==> src/rtl/pmc_pkg.sv <==
package pmc_pkg;
    localparam int PHASE_W = 8;
    localparam int NSECT   = 12;
    localparam int SECT_W  = $clog2(NSECT);
    localparam int LVL_W   = 3;
    localparam int THERM_W = (1 << LVL_W) - 1;
    localparam int PROD_W  = PHASE_W + SECT_W;

    typedef logic [PHASE_W-1:0] phase_t;
    typedef logic [SECT_W-1:0]  sect_t;

    typedef struct packed {
        phase_t cnt;
        phase_t ofs;
    } acc_st_t;

    typedef struct packed {
        sect_t              lo;
        sect_t              hi;
        logic [THERM_W-1:0] wt;
    } dec_st_t;
endpackage

==> src/rtl/pmc_vote.sv <==
module pmc_vote #(
    parameter int FILT_N = 1
) (
    input  logic clk_i,
    input  logic rst_i,
    input  logic up_i,
    input  logic dn_i,
    output logic step_up_o,
    output logic step_dn_o
);
    localparam int VW = (FILT_N < 2) ? 1 : $clog2(FILT_N + 1);
    localparam logic [VW-1:0] LIM = VW'(FILT_N);

    typedef struct packed {
        logic          dir_dn;
        logic [VW-1:0] tally;
    } vote_st_t;

    vote_st_t st_d, st_q;
    logic [VW-1:0] nxt_tally;

    always_comb begin
        st_d      = st_q;
        step_up_o = 1'b0;
        step_dn_o = 1'b0;
        nxt_tally = '0;
        if (up_i != dn_i) begin
            if ((st_q.dir_dn != dn_i) || (st_q.tally == '0))
                nxt_tally = VW'(1);
            else
                nxt_tally = st_q.tally + VW'(1);
            st_d.dir_dn = dn_i;
            if (nxt_tally == LIM) begin
                st_d.tally = '0;
                step_up_o  = up_i;
                step_dn_o  = dn_i;
            end else begin
                st_d.tally = nxt_tally;
            end
        end
    end

    always_ff @(posedge clk_i) begin
        if (rst_i) st_q <= '0;
        else       st_q <= st_d;
    end
endmodule

==> src/rtl/pmc_acc.sv <==
module pmc_acc
    import pmc_pkg::*;
(
    input  logic   clk_i,
    input  logic   rst_i,
    input  logic   step_up_i,
    input  logic   step_dn_i,
    input  logic   ofs_we_i,
    input  phase_t ofs_val_i,
    output phase_t cnt_o,
    output phase_t ofs_o,
    output phase_t phase_o
);
    acc_st_t st_d, st_q;

    always_comb begin
        st_d = st_q;
        if (step_up_i)      st_d.cnt = st_q.cnt + phase_t'(1);
        else if (step_dn_i) st_d.cnt = st_q.cnt - phase_t'(1);
        if (ofs_we_i)       st_d.ofs = ofs_val_i;
    end

    always_ff @(posedge clk_i) begin
        if (rst_i) st_q <= '0;
        else       st_q <= st_d;
    end

    assign cnt_o   = st_q.cnt;
    assign ofs_o   = st_q.ofs;
    assign phase_o = st_q.cnt + st_q.ofs;
endmodule

==> src/rtl/pmc_dec.sv <==
module pmc_dec
    import pmc_pkg::*;
(
    input  logic               clk_i,
    input  logic               rst_i,
    input  phase_t             phase_i,
    output sect_t              lo_o,
    output sect_t              hi_o,
    output logic [THERM_W-1:0] wt_o
);
    dec_st_t st_d, st_q;
    logic [PROD_W-1:0]  prod;
    logic [LVL_W-1:0]   lvl;
    logic [THERM_W-1:0] therm;
    sect_t              sect;

    assign prod = PROD_W'(phase_i) * PROD_W'(NSECT);
    assign sect = prod[PROD_W-1:PHASE_W];
    assign lvl  = prod[PHASE_W-1 -: LVL_W];

    for (genvar i = 0; i < THERM_W; i++) begin : g_therm
        assign therm[i] = (LVL_W'(i) < lvl);
    end

    always_comb begin
        st_d.lo = sect;
        st_d.hi = (sect == sect_t'(NSECT - 1)) ? '0 : sect + sect_t'(1);
        st_d.wt = therm;
    end

    always_ff @(posedge clk_i) begin
        if (rst_i) st_q <= '{lo: '0, hi: sect_t'(1), wt: '0};
        else       st_q <= st_d;
    end

    assign lo_o = st_q.lo;
    assign hi_o = st_q.hi;
    assign wt_o = st_q.wt;
endmodule

==> src/rtl/pmc_top.sv <==
module pmc_top
    import pmc_pkg::*;
#(
    parameter int FILT_N = 1
) (
    input  logic               clk_i,
    input  logic               rst_i,
    input  logic               up_i,
    input  logic               dn_i,
    input  logic               ofs_we_i,
    input  logic [PHASE_W-1:0] ofs_val_i,
    output logic [SECT_W-1:0]  sel_lo_o,
    output logic [SECT_W-1:0]  sel_hi_o,
    output logic [THERM_W-1:0] weight_o
);
    logic   step_up, step_dn;
    phase_t cnt_w, ofs_w, phase_w;

    pmc_vote #(.FILT_N(FILT_N)) u_vote (
        .clk_i(clk_i), .rst_i(rst_i), .up_i(up_i), .dn_i(dn_i),
        .step_up_o(step_up), .step_dn_o(step_dn)
    );

    pmc_acc u_acc (
        .clk_i(clk_i), .rst_i(rst_i), .step_up_i(step_up), .step_dn_i(step_dn),
        .ofs_we_i(ofs_we_i), .ofs_val_i(ofs_val_i),
        .cnt_o(cnt_w), .ofs_o(ofs_w), .phase_o(phase_w)
    );

    pmc_dec u_dec (
        .clk_i(clk_i), .rst_i(rst_i), .phase_i(phase_w),
        .lo_o(sel_lo_o), .hi_o(sel_hi_o), .wt_o(weight_o)
    );
endmodule

==> config.mk <==
export PLATFORM = sky130hd
export DESIGN_NAME = pmc_top
export DESIGN_NICKNAME = d
export VERILOG_FILES = /design/src/rtl/pmc_pkg.sv /design/src/rtl/pmc_vote.sv /design/src/rtl/pmc_acc.sv /design/src/rtl/pmc_dec.sv /design/src/rtl/pmc_top.sv
export SDC_FILE = /design/constraint.sdc
export NUM_CORES = 1
export LEC_CHECK = 0
export ABC_CLOCK_PERIOD_IN_PS = 4600
export BUFFER_PORTS_ARGS = -buffer_cell sky130_fd_sc_hd__buf_2
export CORE_ASPECT_RATIO = 0.75
export CORE_MARGIN = 2
export CORE_UTILIZATION = 55
export CTS_CLUSTER_SIZE = 12
export DETAILED_ROUTE_END_ITERATION = 10
export GPL_TIMING_DRIVEN = 0
export PLACE_DENSITY = 0.77
export SLEW_MARGIN = 20
export SYNTH_ARGS = -nofsm -noshare
export SYNTH_HDL_FRONTEND = slang
export SYNTH_SLANG_ARGS = --single-unit
==> constraint.sdc <==
create_clock -name clk_i -period 4.6 [get_ports clk_i]
set_clock_uncertainty 0.15 [all_clocks]
set_input_delay 1.38 -clock clk_i [delete_from_list [all_inputs] [get_ports clk_i]]
set_output_delay 1.38 -clock clk_i [all_outputs]
set_load 0.005 [all_outputs]
==> impl_metrics.json <==
{
  "status": "completed",
  "synth_area_um2": 1940,
  "synthXorXnorAreaFrac_pct": 7.24,
  "syn_nets": 252,
  "critical_path_required_ns": 4.66,
  "drive_gt1_share_pct": 16.9,
  "grt_overflow": 0,
  "synth_edf_count": 0,
  "p_leak_nw": 1.09,
  "ctsRootBufferMaster": "clkbuf_8",
  "power_mw": 1.55,
  "finalHoldViolations": 0,
  "initialDrtViolationCount": 93,
  "synthMuxAreaShare_pct": 5.17,
  "initial_core_util_pct": 58.1,
  "start_kind": "register",
  "grt_max_degree": 11,
  "seq_area_frac_synth_pct": 32.1,
  "tns_ns": 0,
  "nFillCells": 284,
  "synthToLayoutAreaGrowth_pct": 14.8,
  "hp-class": "reg2reg",
  "critPathKind": "reg2reg",
  "maxSlewViolCount": 0,
  "post-route-drc-count": 0,
  "period_share_pct": 88.7,
  "coreArea_um2": 3330,
  "antenna_found_initial": 0,
  "max_freq_mhz": 245,
  "hold-worst-slack_ns": 0.347,
  "period_minus_slack_ns": 4.08,
  "ys_types": 48,
  "stdcell_area_um2": 2220,
  "clk_pin_slew_worst_paths_ns": 0.06,
  "antenna_left": 0,
  "hpwl_um": 2930,
  "p_per_area_nw_per_um2": 695,
  "fin_cells": 289,
  "cap_violations": 0,
  "die_w_um": 72.5,
  "setup_violations": 0,
  "cts_tree": "built",
  "rsz0062_at_grt": "false",
  "netlist_instances": 215,
  "io_pins": 28,
  "mostFrequentLayoutCells": "dfxtp_1, nor2_1, buf_2",
  "die_area_um2": 4010,
  "nets": 285,
  "crit_arrival_ns": 4.14,
  "fp-row-count": 18,
  "wire_per_inst_um": 13.2,
  "diodes": 0,
  "synth_compound_area_share_pct": 17.6,
  "dpl_cell_area_um2": 2120,
  "synth-adder-area-share_pct": 16.3,
  "finalWorstSetupSlack_ns": 0.519,
  "cts_max_path_buffers": 2,
  "synth_top_family_by_area": "simple AND/OR/NAND/NOR gates",
  "synth-simple-area-share_pct": 18.7,
  "syn_area_per_cell_um2": 9.00,
  "cts_sinks": 31,
  "maxSlewHeadroom_pct": 57.4,
  "async_flop_share_pct": 0,
  "dieHeight_um": 55.4,
  "critPathCaptureType": "register",
  "vias": 1568,
  "yosys_warnings": 0,
  "clk_latency_ns": 0.29,
  "final_common_cell": "dfxtp_1",
  "gp_congestion": 0.775,
  "portBuffers": 26,
  "h-tree-depth": 2,
  "wirelength_um": 3820,
  "dr.pass1.iters": 4,
  "worst_slew_pin_slew_ns": 0.639,
  "cts_made_buffers": 5,
  "synth.ff_latch_count": 31,
  "via_per_inst": 5.43,
  "synthFlopType": "dfxtp_1",
  "placed_cells": 281,
  "dp_slack_ns": 0.431,
  "final_util_pct": 66.7,
  "ir_drop_uv": 599,
  "grt_pass1_wl_um": 6870,
  "track_usage_pct": 21.9,
  "crit_fanout": 8,
  "grt_pass1_vias": 1555
}
-- where the power goes --
group | internal (mW) | switching, mW | leakage, nW
Clock | 0.136 | 0.0973 | 0.0515
Combinational | 0.431 | 0.501 | 0.779
Sequential | 0.348 | 0.0316 | 0.257
Total | 0.915 | 0.630 | 1.09
-- worst max-delay path, stage by stage (launching register included) --
cell and delay, ns:
dfxtp_1 0.37, ha_1 0.27, fa_1 0.43, a211oi_1 0.36
nor4b_1 0.12, nor3_2 0.27, inv_1 0.08, ha_1 0.38
nor3b_1 0.17, and3_1 0.19, nor4bb_2 0.48, inv_1 0.14
ha_1 0.28, a21o_1 0.17, a21oi_1 0.14
-- registers in the layout, indices dropped and copies added (netlist names) --
signal and cells:
u_dec.hi_o 4, u_acc.cnt_o 8, u_acc.ofs_o 8, u_dec.wt_o 7
u_dec.lo_o 4
-- final timing paths --
path         cells after the start                           to                         from  slack (ns)
max                             14     u_dec.hi_o[2]$_SDFF_PP0_  u_acc.cnt_o[0]$_SDFFE_PP0P_        0.52
min                              2  u_acc.cnt_o[7]$_SDFFE_PP0P_  u_acc.cnt_o[7]$_SDFFE_PP0P_        0.35
max reg2reg                     14     u_dec.hi_o[2]$_SDFF_PP0_  u_acc.cnt_o[0]$_SDFFE_PP0P_        0.52
min reg2reg                      2  u_acc.cnt_o[7]$_SDFFE_PP0P_  u_acc.cnt_o[7]$_SDFFE_PP0P_        0.35
-- area by class of cell --
class	count	area [µm²]	share of cell area (%)
multi-input cells	169	1260	56.9
flip-flops and latches	31	621	27.9
repair buffers	26	130	5.86
clock buffers	8	100	4.50
well taps	40	50.0	2.25
inverters	10	37.5	1.69
plain buffers	5	18.8	0.845
-- logic make-up (layout without fill, tap and decap cells) --
group,after synthesis,in the layout
buffers and inverters,15,49
muxes,10,10
adders and majority gates,24,24
xor gates and xnor gates,16,16
DFF,31,31
and+or+nand+nor,67,67
AOI/OAI and AO/OA,52,52
-- timing repair --
action                                 4_1_cts  5_1_grt
hold buffers                                 0        0
resized for setup                            0        1
buffers inserted                             0        0
setup endpoints to repair                    0        1
endpoints found under the hold margin        0        0
-- Yosys cell counts, types with 3 or more instances --
master,count,share of area (%)
nor2_1,30,5.8
dfxtp_1,31,32
o21bai_1,3,1.2
nand3_1,4,1.0
mux2i_1,10,5.2
a21o_1,8,3.1
o21ai_0,5,1.3
xnor2_1,9,4.1
nor3b_1,3,1.2
xor2_1,7,3.2
nand4_1,3,0.97
a21oi_1,19,4.9
o21ai_1,3,0.78
clkbuf_1,3,0.58
ha_1,22,14
nand3b_1,3,1.2
nand2_1,5,0.97
inv_1,10,1.9
-- routing by layer --
metal | vias up | routed length, µm | GRT usage, %
li1 | 834 | - | -
met1 | 695 | 2030 | 30.3
met2 | 34 | 1590 | 32.9
met3 | 5 | 149 | 4.93
met4 | 0 | 55 | 8.73
met5 | - | 0 | 0
No activity file was read; power rests on OpenSTA's default activity.
